$ cat src/rtl/dbg_cmd_pkg.sv
package dbg_cmd_pkg;
  localparam logic [7:0] OP_RD_BYTE_IN  = 8'hE4;
  localparam logic [7:0] OP_RD_WORD_IN  = 8'hEC;
  localparam logic [7:0] OP_RD_BYTE_OUT = 8'hE0;
  localparam logic [7:0] OP_RD_WORD_OUT = 8'hE8;
  localparam logic [7:0] OP_WR_BYTE_IN  = 8'hC4;
  localparam logic [7:0] OP_HALT_REQ    = 8'h90;

  typedef struct packed {
    logic known;
    logic rd;
    logic wr;
    logic word;
    logic inmap;
    logic halt;
  } cmd_dec_t;

  typedef enum logic [1:0] {ST_IDLE, ST_BUS, ST_RESP} exec_st_t;
endpackage

$ cat src/rtl/dbg_decode.sv
module dbg_decode
  import dbg_cmd_pkg::*;
(
  input  logic [7:0] op,
  output cmd_dec_t   dec
);
  always_comb begin
    dec = '0;
    unique case (op)
      OP_RD_BYTE_IN:  begin dec.known = 1'b1; dec.rd = 1'b1; dec.inmap = 1'b1; end
      OP_RD_WORD_IN:  begin dec.known = 1'b1; dec.rd = 1'b1; dec.word = 1'b1; dec.inmap = 1'b1; end
      OP_RD_BYTE_OUT: begin dec.known = 1'b1; dec.rd = 1'b1; end
      OP_RD_WORD_OUT: begin dec.known = 1'b1; dec.rd = 1'b1; dec.word = 1'b1; end
      OP_WR_BYTE_IN:  begin dec.known = 1'b1; dec.wr = 1'b1; dec.inmap = 1'b1; end
      OP_HALT_REQ:    begin dec.known = 1'b1; dec.halt = 1'b1; end
      default:        dec = '0;
    endcase
  end
endmodule

$ cat src/rtl/dbg_lane.sv
module dbg_lane #(
  parameter int DATA_W = 16
) (
  input  logic              addr_lsb,
  input  logic              word,
  input  logic [DATA_W-1:0] rdata_in,
  output logic [DATA_W/8-1:0] be,
  output logic [DATA_W-1:0] rdata_out
);
  localparam int LANES = DATA_W / 8;

  for (genvar g = 0; g < LANES; g++) begin : g_lane
    // lane 0 (low byte) serves odd addresses, upper lane serves even ones
    assign be[g] = word | (addr_lsb == (g == 0));
    assign rdata_out[g*8 +: 8] = be[g] ? rdata_in[g*8 +: 8] : 8'h00;
  end
endmodule

$ cat src/rtl/dbg_status.sv
module dbg_status (
  input  logic       clk,
  input  logic       rst_n,
  input  logic       wr_en,
  input  logic [7:0] wr_byte,
  input  logic       cpu_halted,
  output logic       fw_en,
  output logic [7:0] stat_val
);
  always_ff @(posedge clk or negedge rst_n) begin
    if (!rst_n)     fw_en <= 1'b0;
    else if (wr_en) fw_en <= wr_byte[7];
  end

  assign stat_val = {fw_en, cpu_halted, 6'b000000};


  fw_only_by_write_chk: assert property (@(posedge clk) disable iff (!rst_n)
    !$stable(fw_en) |-> $past(wr_en));
endmodule

$ cat src/rtl/dbg_cmd_exec.sv
module dbg_cmd_exec
  import dbg_cmd_pkg::*;
#(
  parameter int          ADDR_W    = 16,
  parameter int          DATA_W    = 16,
  parameter logic [15:0] STAT_ADDR = 16'hFF01
) (
  input  logic              clk,
  input  logic              rst_n,
  input  logic              cmd_valid,
  output logic              cmd_ready,
  input  logic [7:0]        cmd_op,
  input  logic [ADDR_W-1:0] cmd_addr,
  input  logic [DATA_W-1:0] cmd_wdata,
  output logic              rsp_valid,
  input  logic              rsp_ready,
  output logic [DATA_W-1:0] rsp_data,
  output logic              bus_req,
  input  logic              bus_grant,
  output logic              bus_we,
  output logic              bus_inmap,
  output logic [ADDR_W-1:0] bus_addr,
  output logic [DATA_W/8-1:0] bus_be,
  output logic [DATA_W-1:0] bus_wdata,
  input  logic [DATA_W-1:0] bus_rdata,
  input  logic              cpu_halted,
  output logic              busy,
  output logic              fw_enabled,
  output logic              halt_req
);
  localparam int LANES = DATA_W / 8;

  exec_st_t          state;
  cmd_dec_t          dec;
  logic              accept, hit_stat, stat_wr;
  logic [ADDR_W-1:0] eff_addr;
  logic [ADDR_W-1:0] addr_q;
  logic              we_q, word_q, inmap_q;
  logic [DATA_W-1:0] wdata_q, rsp_q;
  logic [7:0]        stat_val;
  logic              lane_lsb, lane_word;
  logic [DATA_W-1:0] lane_in, lane_out;
  logic [LANES-1:0]  lane_be;

  dbg_decode u_dec (.op(cmd_op), .dec(dec));

  assign cmd_ready = (state == ST_IDLE);
  assign busy      = (state != ST_IDLE);
  assign accept    = cmd_valid && cmd_ready;
  assign hit_stat  = dec.inmap && (cmd_addr[ADDR_W-1:1] == STAT_ADDR[ADDR_W-1:1]);
  assign eff_addr  = dec.word ? {cmd_addr[ADDR_W-1:1], 1'b0} : cmd_addr;
  assign stat_wr   = accept && dec.wr && hit_stat && (cmd_addr[0] == STAT_ADDR[0]);

  dbg_status u_stat (
    .clk(clk), .rst_n(rst_n), .wr_en(stat_wr), .wr_byte(cmd_wdata[7:0]),
    .cpu_halted(cpu_halted), .fw_en(fw_enabled), .stat_val(stat_val)
  );

  // one lane unit: status placement while idle, bus lanes during an access
  assign lane_lsb  = (state == ST_IDLE) ? cmd_addr[0] : addr_q[0];
  assign lane_word = (state == ST_IDLE) ? dec.word    : word_q;
  assign lane_in   = (state == ST_IDLE) ? {{(DATA_W-8){1'b0}}, stat_val} : bus_rdata;

  dbg_lane #(.DATA_W(DATA_W)) u_lane (
    .addr_lsb(lane_lsb), .word(lane_word), .rdata_in(lane_in),
    .be(lane_be), .rdata_out(lane_out)
  );

  always_ff @(posedge clk or negedge rst_n) begin
    if (!rst_n) begin
      state    <= ST_IDLE;
      addr_q   <= '0;
      we_q     <= 1'b0;
      word_q   <= 1'b0;
      inmap_q  <= 1'b0;
      wdata_q  <= '0;
      rsp_q    <= '0;
      halt_req <= 1'b0;
    end else begin
      halt_req <= 1'b0;
      unique case (state)
        ST_IDLE: begin
          if (accept && dec.known) begin
            if (dec.halt) begin
              halt_req <= fw_enabled;
            end else if (hit_stat) begin
              if (dec.rd) begin
                rsp_q <= lane_out;
                state <= ST_RESP;
              end
            end else begin
              addr_q  <= eff_addr;
              we_q    <= dec.wr;
              word_q  <= dec.word;
              inmap_q <= dec.inmap;
              wdata_q <= cmd_wdata;
              state   <= ST_BUS;
            end
          end
        end
        ST_BUS: begin
          if (bus_grant) begin
            if (we_q) begin
              state <= ST_IDLE;
            end else begin
              rsp_q <= lane_out;
              state <= ST_RESP;
            end
          end
        end
        ST_RESP: begin
          if (rsp_ready) state <= ST_IDLE;
        end
        default: state <= ST_IDLE;
      endcase
    end
  end

  assign bus_req   = (state == ST_BUS);
  assign bus_we    = we_q;
  assign bus_inmap = inmap_q;
  assign bus_addr  = addr_q;
  assign bus_be    = lane_be;
  assign bus_wdata = wdata_q;
  assign rsp_valid = (state == ST_RESP);
  assign rsp_data  = rsp_q;


  req_follows_cmd_chk: assert property (@(posedge clk) disable iff (!rst_n)
    $rose(bus_req) |-> $past(cmd_valid));

  req_held_chk: assert property (@(posedge clk) disable iff (!rst_n)
    bus_req && !bus_grant |=> bus_req && $stable(bus_addr) && $stable(bus_we));

  word_aligned_chk: assert property (@(posedge clk) disable iff (!rst_n)
    bus_req && (bus_be == {LANES{1'b1}}) |-> !bus_addr[0]);

  write_one_lane_chk: assert property (@(posedge clk) disable iff (!rst_n)
    bus_req && bus_we |-> $onehot(bus_be));

  rsp_hold_chk: assert property (@(posedge clk) disable iff (!rst_n)
    rsp_valid && !rsp_ready |=> rsp_valid && $stable(rsp_data));

  halt_gated_chk: assert property (@(posedge clk) disable iff (!rst_n)
    halt_req |-> fw_enabled && !$past(halt_req));
endmodule

$ cat config.mk
export PLATFORM = sky130hd
export DESIGN_NAME = dbg_cmd_exec
export DESIGN_NICKNAME = d
export VERILOG_FILES = /design/src/rtl/dbg_cmd_pkg.sv /design/src/rtl/dbg_decode.sv /design/src/rtl/dbg_lane.sv /design/src/rtl/dbg_status.sv /design/src/rtl/dbg_cmd_exec.sv
export SDC_FILE = /design/constraint.sdc
export NUM_CORES = 1
export LEC_CHECK = 0
export ABC_CLOCK_PERIOD_IN_PS = 2000
export BUFFER_PORTS_ARGS = -buffer_cell sky130_fd_sc_hd__buf_2
export CORE_MARGIN = 1
export CORE_UTILIZATION = 47
export CTS_BUF_LIST = sky130_fd_sc_hd__clkbuf_4 sky130_fd_sc_hd__clkbuf_8
export DETAILED_ROUTE_END_ITERATION = 10
export PLACE_DENSITY = 0.84
export SLEW_MARGIN = 40
export SYNTH_ARGS = -nofsm -noshare
export SYNTH_HDL_FRONTEND = slang
export SYNTH_SLANG_ARGS = --single-unit
$ cat constraint.sdc
create_clock -name clk -period 2 [get_ports clk]
set_input_delay 0.4 -clock clk [delete_from_list [all_inputs] [get_ports clk]]
set_output_delay 0.4 -clock clk [all_outputs]
set_load 0.05 [all_outputs]
# Word level (Yosys, flattened, before mapping)
# Cells that the tools add are included.
# classes
n_mux,30
n_reduce_logical,16
n_eq_ne,17
bitwise_logic,5
# ops
cell,n
16-bit two-way mux,7
"8-bit == test, second input constant",6
16-bit case mux with 2 select lines,1
8-bit two-way mux,2
"15-bit == test, second input constant",1
2-bit two-way mux,7
1-bit two-way mux,12
"2-bit by 1-bit inequality test with 1-bit output, second input constant",5
7-bit AND reduction,1
1-bit logical AND,6
2-bit case mux with 3 select lines,1
6-bit OR reduction,1
5-bit AND reduction,1
"2-bit inequality test, second input constant",2
4-bit AND reduction,1
2-bit nonzero test,2
4-bit OR reduction,1
"3-bit inequality test, second input constant",1
1-bit NOT,3
3-bit OR reduction,1
"2-bit by 1-bit == test with 1-bit output, second input constant",1
"2-bit == test, second input constant",1
2-bit zero test,1
1-bit OR,2
2-bit OR reduction,1
# totals
ff_bits,55
output_inout_bits,58
wordCells,77
input_bits,62

# Logic depth before layout (Yosys ltp)
# Gate-level depths: netlist of run 1.
# depth
ltp_word,11
mapped_depth,7
depth_no_buf,5

# Modules after synthesis
# Synthesis of run 1 repeated with hierarchy kept, for this count alone.
# hier_totals
cells_unflattened,199
area_unflattened_um2,2672.6
# by_module_without_submodules
module,cells_each,seq_area_each_um2,n_inst,area_each_um2
dbg_cmd_exec,152,1351.3,1,2344.7
dbg_lane,20,0.0,1,121.4
dbg_status,11,25.0,1,103.8
dbg_decode,16,0.0,1,102.6

# Worst setup path after synthesis of run 1
# No wires, ideal clock.
# synth_timing
kind,flip-flop to output port
start,register state[1]
end,output port bus_be[0]
path_buffers,0
required_time_ps,1600
slack_ps,-1097
t_arrival_ps,2697
path_stages_with_launch,4
cell_sequence,dfrtp_1 -> nor2_1 -> inv_1 -> a21oi_1
# synth_between
elab_chain_len,3
word_cells_on_any_way,4
cone_classes,2 x mux; 1 x bitwise; 1 x reduce/logical
# synth_lines
item,line,rtl
from (decl),dbg_cmd_exec.sv:33,exec_st_t state;
from (signal assigned),dbg_cmd_exec.sv:71,state <= ST_IDLE;
from (signal assigned),dbg_cmd_exec.sv:89,state <= ST_RESP;
from (signal assigned),dbg_cmd_exec.sv:97,state <= ST_BUS;
2-bit zero test (*),-,
named net cmd_ready,dbg_cmd_exec.sv:11,"output logic cmd_ready,"
"1-bit two-way mux, on equally long branches","dbg_cmd_exec.sv:61, dbg_cmd_exec.sv:60",
1-bit OR (*),dbg_lane.sv:14,assign be[g] = word | (addr_lsb == (g == 0));
to (decl),dbg_cmd_exec.sv:23,"output logic [DATA_W/8-1:0] bus_be,"
# Mark *: on every way through the listed nets, which the timed path passes. The rest lies on a longest branch.

# Worst setup path in the final report of run 1
# layout_timing
start,input port cmd_op[1]
end,output port bus_be[1]
# layout_between
elab_chain_len,5
word_cells_on_any_way,6
cone_classes,2 x eq/ne; 2 x mux; 1 x bitwise; 1 x reduce/logical
# layout_lines
item,line,rtl
from (decl),dbg_cmd_exec.sv:12,"input logic [7:0] cmd_op,"
8-bit == test,dbg_decode.sv:9,unique case (op)
2-bit OR reduction (no line) (*),-,
1-bit two-way mux (*),dbg_decode.sv:9,
1-bit two-way mux (*),dbg_cmd_exec.sv:61,assign lane_word = (state == ST_IDLE) ? dec.word : word_q;
1-bit OR (*),dbg_lane.sv:14,
# Mark *: on every way between the ends. The rest lies on a longest branch, timed or not.

==> flow_summary_export.csv, run 1 <==
group,metric,value,unit
run_status,status,"complete, but fails checks",
run_status,violations,"negative setup slack",
synthesis,avgSynthCellArea,14.0,µm²
critical_path,crit_path_start,"cmd_op[1]",
synthesis,synth_top_area_cell,"dfrtp_1",
pwr,power,2.97,mW
pwr,powerDensity,851,nW/µm²
synthesis,synth-edff-count,0,
grt,grt_pass1_wl,8780,µm
grt,antenna_found_initial,0,
critical_path,cp-end-kind,"output port",
critical_path,worst_setup_path_start_kind,"input port",
placed_design,dp_hpwl,4410,µm
routing,vias,1950,
cts,cts_htree_levels,2,
cts,clk_latency,300,ps
critical_path,r2r_start,"state[1]",
layout,syn_to_final_growth,42.5,%
critical_path,reg2regPathDepth,5,
timing,hold_slack,69.7,ps
job,cap_viol_max_count,0,
critical_path,reg2reg_slack,140,ps
synthesis,yosysSeqAreaShare,0.562,
synthesis,synth_compound_area_frac,0.0996,
grt,grt_max_degree,33,
synthesis,syn_inst,175,
timing,hold_viol,0,
critical_path,r2r_end,"bus_addr[3]",
layout,antennaDiodeCount,0,
cts,cts.sinks,55,
synthesis,syn_nets,237,
grt,grt_util_all_layers,0.216,
synthesis,async_reset_ff_frac,1.00,
synthesis,yosysMostFrequentCell,"dfrtp_1",
synthesis,synthTopCellsByArea,"dfrtp_1 56%, mux2_4 15%, a22o_1 5.0%",
synthesis,yosys.area_share.simple,0.110,
timing,finClkSkew,11.0,ps
synthesis,synth_area,2450,µm²
floorplan,row_count,25,
timing,tightest_slew,532,ps
floorplan,die_area,5500,µm²
routing,drt_iter0_markers,73,
cts,clk_path_buf_depth,2,
timing,min_period_over_period,1.00,
floorplan,core,4880,µm²
layout,final_area,3490,µm²
worst_hold_path,hold_path_class,"input port to async pin",
pwr,ir_worst_vdd,642,µV
synthesis,synth_top_family_by_area,"multiplexers",
timing,totalNegativeSetupSlack,-4.63,ps
synthesis,synth_ff_type,"dfrtp_1",
cts,clkTransAtPathRegs,100,ps
placed_design,place_area,3320,µm²
timing,finalWorstSetupSlack,-4.63,ps
cts,post_cts_buffers,0,
timing,slew_headroom,0.645,
critical_path,path_class,"input port to output port",
floorplan,initial_utilization,0.502,
layout,drive_above_1_share,0.607,
placed_design,place_congestion,0.834,
routing,avgRoutedWirePerCell,15.0,µm
timing,slew_violations,0,
timing,setup-violations-final,1,
routing,drt_first_pass_iters,4,
floorplan,die_x,74.2,µm
routing,ant_nets,0,
pwr,leakage,1.97,nW
placed_design,io_buffer_count,119,
routing,drc,0,
synthesis,muxShareOfSynthArea,0.195,
routing,avgViaCountPerCell,5.06,
floorplan,die_y,74.2,µm
cts,cts_inserted_buffers,5,
synthesis,yosys.area_share.adder,0,
grt,grt_pass1_vias,1881,
synthesis,ys.warnings.count,0,
timing,rsz0062_at_grt,"true",
synthesis,synth-seq-cells,55,
cts,tritoncts,"built",
timing,max_freq,499,MHz
critical_path,worst_ep_arrival_time,1600,ps
grt,overflow,0,
routing,wl,5770,µm
cts,cts-root-buf,"clkbuf_8",
layout,final_nets,379,
synthesis,netlist.area_leader.share,0.562,
timing,min_period,2000,ps
floorplan,ioPinCount,120,
synthesis,ys_types,40,
critical_path,crit_end,"bus_be[1]",
layout,fin_util,0.715,
synthesis,synthTopCellsByCount,"55 x dfrtp_1, 25 x mux2_4, 14 x a22o_1",
critical_path,cp.required,1600,ps
synthesis,synth-xor-area-share,0,
critical_path,path_max_fanout,3,
[where the power goes]
group	internal, mW	switching [mW]	total [mW]
clock network	0.514	0.342	0.855
logic	0.273	0.554	0.826
registers	1.22	0.0648	1.29
[registers in the layout, summed over array words and instances (netlist names)]
signal and flops:
u_stat.fw_en 1, bus_we 1, state 2, halt_req 1
bus_wdata 16, rsp_data 16, bus_inmap 1, bus_addr 16
word_q 1
[logic make-up (layout without fill, tap and decap cells)]
| kind of cell | count (synthesis) | in the layout |
|---|---|---|
| AO/OA/AOI/OAI | 31 | 31 |
| buffers and inverters | 12 | 155 |
| flip-flops | 55 | 55 |
| multiplexers | 34 | 34 |
| AND/OR/NAND/NOR | 43 | 43 |
[cells in the final DEF (no fill, tap or decap), types with 2 or more instances in the layout]
master / Yosys / layout
a22o_1: 14 / 14
and3_1: 3 / 3
buf_12: 0 / 2
buf_2: 0 / 116
buf_4: 0 / 20
buf_6: 5 / 2
bufinv_16: 0 / 2
clkbuf_8: 0 / 5
dfrtp_1: 55 / 55
inv_1: 7 / 7
mux2_1: 4 / 2
mux2_2: 5 / 5
mux2_4: 25 / 27
nand2_1: 6 / 6
nand3_1: 3 / 3
nor2_1: 7 / 6
nor2b_1: 5 / 4
nor3_1: 3 / 2
nor3b_1: 3 / 2
o211ai_1: 2 / 2
o21ai_1: 3 / 3
[repair_timing]
action,CTS,global route
setup endpoints to repair,2,33
hold buffers,0,0
gates resized for setup,7,1
[worst min path at each step]
stage | from | endpoint | slack (ps) | cells after the start
floorplan | rst_n | bus_addr[0] | 100 | 0
global placement | rst_n | bus_addr[2] | 400 | 1
detailed placement | rst_n | bus_addr[2] | 410 | 1
CTS | rst_n | bus_wdata[12] | 80 | 1
global route | rst_n | rsp_data[8] | 100 | 1
finish | rst_n | rsp_data[8] | 70 | 1
[metal layers]
layer  wire length [µm]  track usage  up-vias
li1                   -            -      924
met1               2420        0.261      952
met2               2980        0.373       66
met3                261       0.0447        8
met4                112       0.0919        0
met5                  0            0        -
[final cells by class]
type                            count  area (µm²)
Fill cell                         351        1390
Clock inverter                      2        60.1
Timing Repair Buffer              140         793
Inverter                            7        26.3
Sequential cell                    55        1380
Multi-Input combinational cell    108        1070
Tap cell                           67        83.8
Clock buffer                        6        76.3
[stage by stage]
step,worst slack (ps),std cells
floorplan,-121,175
global placement,-222,377
detailed placement,-259,377
CTS,-13.0,385
global route,-31.8,385
finish,-4.63,385
[critical path, stage by stage]
cell,delay [ps]
buf_6,90
or3b_4,390
or3_4,390
a31oi_4,150
buf_6,180
Note: power is estimated with default switching activity, not from simulation.
==> run 2: changes to the inputs <==
- SETUP_SLACK_MARGIN: not set -> 0.2
==> run 2 against run 1 <==
Effect of this change: the flow still finishes with violations (negative setup slack); cell count rose by 3.4%; first-iteration DRC count grew 59%; sequential share of layout area down 3.7 points; clock skew down 0.68 ps; total power is 5.4% lower; combinational power grew 4.6%; die area unchanged; routed wire length is 19% higher; count of clock-buffer cells in the layout decreased by 1; sequential cell count is the same; critical endpoint is now bus_addr[6]; highest routed layer unchanged.
==> flow_summary_export.csv, run 2 (same netlist as run 1, synthesis figures left out) <==
group,metric,value,unit
timing,hold_slack,70.1,ps
cts,tritoncts,"built",
routing,ant_nets,0,
grt,overflow,0,
grt,grt_util_all_layers,0.254,
layout,multiInputGateArea,1210,µm²
critical_path,worst_ep_arrival_time,2210,ps
run_status,status,"complete, but fails checks",
job,cap_viol_max_count,0,
cts,hold_buffers,0,
placed_design,io_buffer_count,119,
cts,clk_latency,320,ps
pwr,ir_worst_vdd,684,µV
run_status,violations,"negative setup slack",
timing,min_period,2010,ps
placed_design,post-place-ws,-243,ps
timing,tightest_slew,572,ps
critical_path,cp-end-kind,"flip-flop",
cts,cts_inserted_buffers,5,
timing,min_period_over_period,1.00,
timing,rsz0062_at_grt,"true",
timing,finalWorstSetupSlack,-9.55,ps
routing,avgViaCountPerCell,5.24,
layout,final_common_cell,"buf_2",
critical_path,path_cells,"buf_6 -> or4_4 -> nor4_4 -> buf_4 -> a21boi_4 -> buf_12 -> buf_12 -> mux2_4",
grt,grt_pass1_wl,10000,µm
routing,wl,6880,µm
timing,setup-violations-final,14,
grt,grt_pass1_vias,2024,
layout,final_nets,392,
floorplan,initial_utilization,0.502,
layout,fin_util,0.789,
grt,grt.busiest_layer,"met2",
floorplan,die_area,5500,µm²
grt,grt_max_degree,32,
critical_path,path_max_fanout,7,
critical_path,path_class,"input port to flip-flop",
layout,nFillCells,295,
grt,grtUsageMet2,0.458,
pwr,powerDensity,730,nW/µm²
cts,cts_htree_levels,2,
critical_path,worst_setup_path_start_kind,"input port",
critical_path,reg2regPathDepth,6,
critical_path,cp.depth,8,
floorplan,die_y,74.2,µm
routing,avgRoutedWirePerCell,17.3,µm
floorplan,core,4880,µm²
timing,slew_headroom,0.619,
routing,drt_iter0_markers,116,
pwr,leakage,2.09,nW
timing,finClkSkew,10.3,ps
grt,antenna_found_initial,0,
floorplan,row_count,25,
grt,met1_usage,0.304,
critical_path,worst_path_max_delay_cell,"or4_4",
critical_path,critPathTopFamily,"simple AND/OR/NAND/NOR gates",
layout,regArea,1380,µm²
layout,drive_above_1_share,0.668,
timing,max_freq,498,MHz
critical_path,cp.required,2200,ps
routing,drc,0,
floorplan,die_x,74.2,µm
floorplan,ioPinCount,120,
cts,cts.sinks,55,
routing,vias,2086,
worst_hold_path,hold_path_class,"input port to async pin",
critical_path,crit_buf_inv,4,
critical_path,path_common_cell,"buf_12",
placed_design,dp_hpwl,4270,µm
layout,antennaDiodeCount,0,
critical_path,critical-path-max-stage-delay,540,ps
timing,totalNegativeSetupSlack,-52.4,ps
layout,layout_common_cells,"111 x buf_2, 55 x dfrtp_1, 34 x mux2_4, 16 x buf_4",
cts,cts-root-buf,"clkbuf_8",
timing,hold_viol,0,
cts,clkTransAtPathRegs,110,ps
grt,met3_usage,0.0461,
cts,clk_path_buf_depth,2,
layout,syn_to_final_growth,57.1,%
routing,drt_first_pass_iters,5,
placed_design,place_congestion,0.814,
timing,slew_violations,0,
run 2: layout make-up:
class / count / area share
sequential: 55 / 0.358
multi-input combinational: 110 / 0.316
timing repair buffer: 151 / 0.273
tap: 67 / 0.0218
clock buffer: 5 / 0.0179
clock inverter: 3 / 0.00715
inverter: 7 / 0.00683
run 2: per-stage QoR:
step	instances	cell area [µm²]	power (mW)
2_1_floorplan	175	2520	1.88
3_3_place_gp	371	3280	2.11
3_5_place_dp	371	3280	2.13
4_1_cts	395	3730	2.81
5_1_grt	398	3850	2.92
6_report	398	3850	2.81
run 2: metal layers:
layer  up-vias  part of all wire  wire length, µm
met5         -                 0                0
met4         0             0.024              162
met3        14             0.051              348
met2        84              0.52             3580
met1      1033              0.40             2780
li1        955                 -                -
run 2: final timing paths:
path | startpoint | endpoint | slack [ps]
max | cmd_addr[7] | bus_addr[6] | -10
min | rst_n | bus_wdata[14] | 70
max reg2reg | state[1] | bus_addr[6] | 0
min reg2reg | rsp_data[8] | rsp_data[8] | 510
max in group asynchronous | rst_n | bus_addr[14] | 1370
min in group clk | rsp_ready | state[1] | 240
run 2: what timing repair did:
item,in CTS,in global routing
setup endpoints to repair,39,59
hold endpoints to repair,0,0
gates cloned,5,0
gates resized for setup,35,25
pin swaps,19,17
setup buffers,11,3
run 2: power breakdown:
group          switching (mW)  internal, mW  leakage (nW)
combinational           0.567         0.297          1.30
sequential             0.0710          1.22         0.737
clock                   0.392         0.260        0.0467
total                    1.03          1.78          2.09
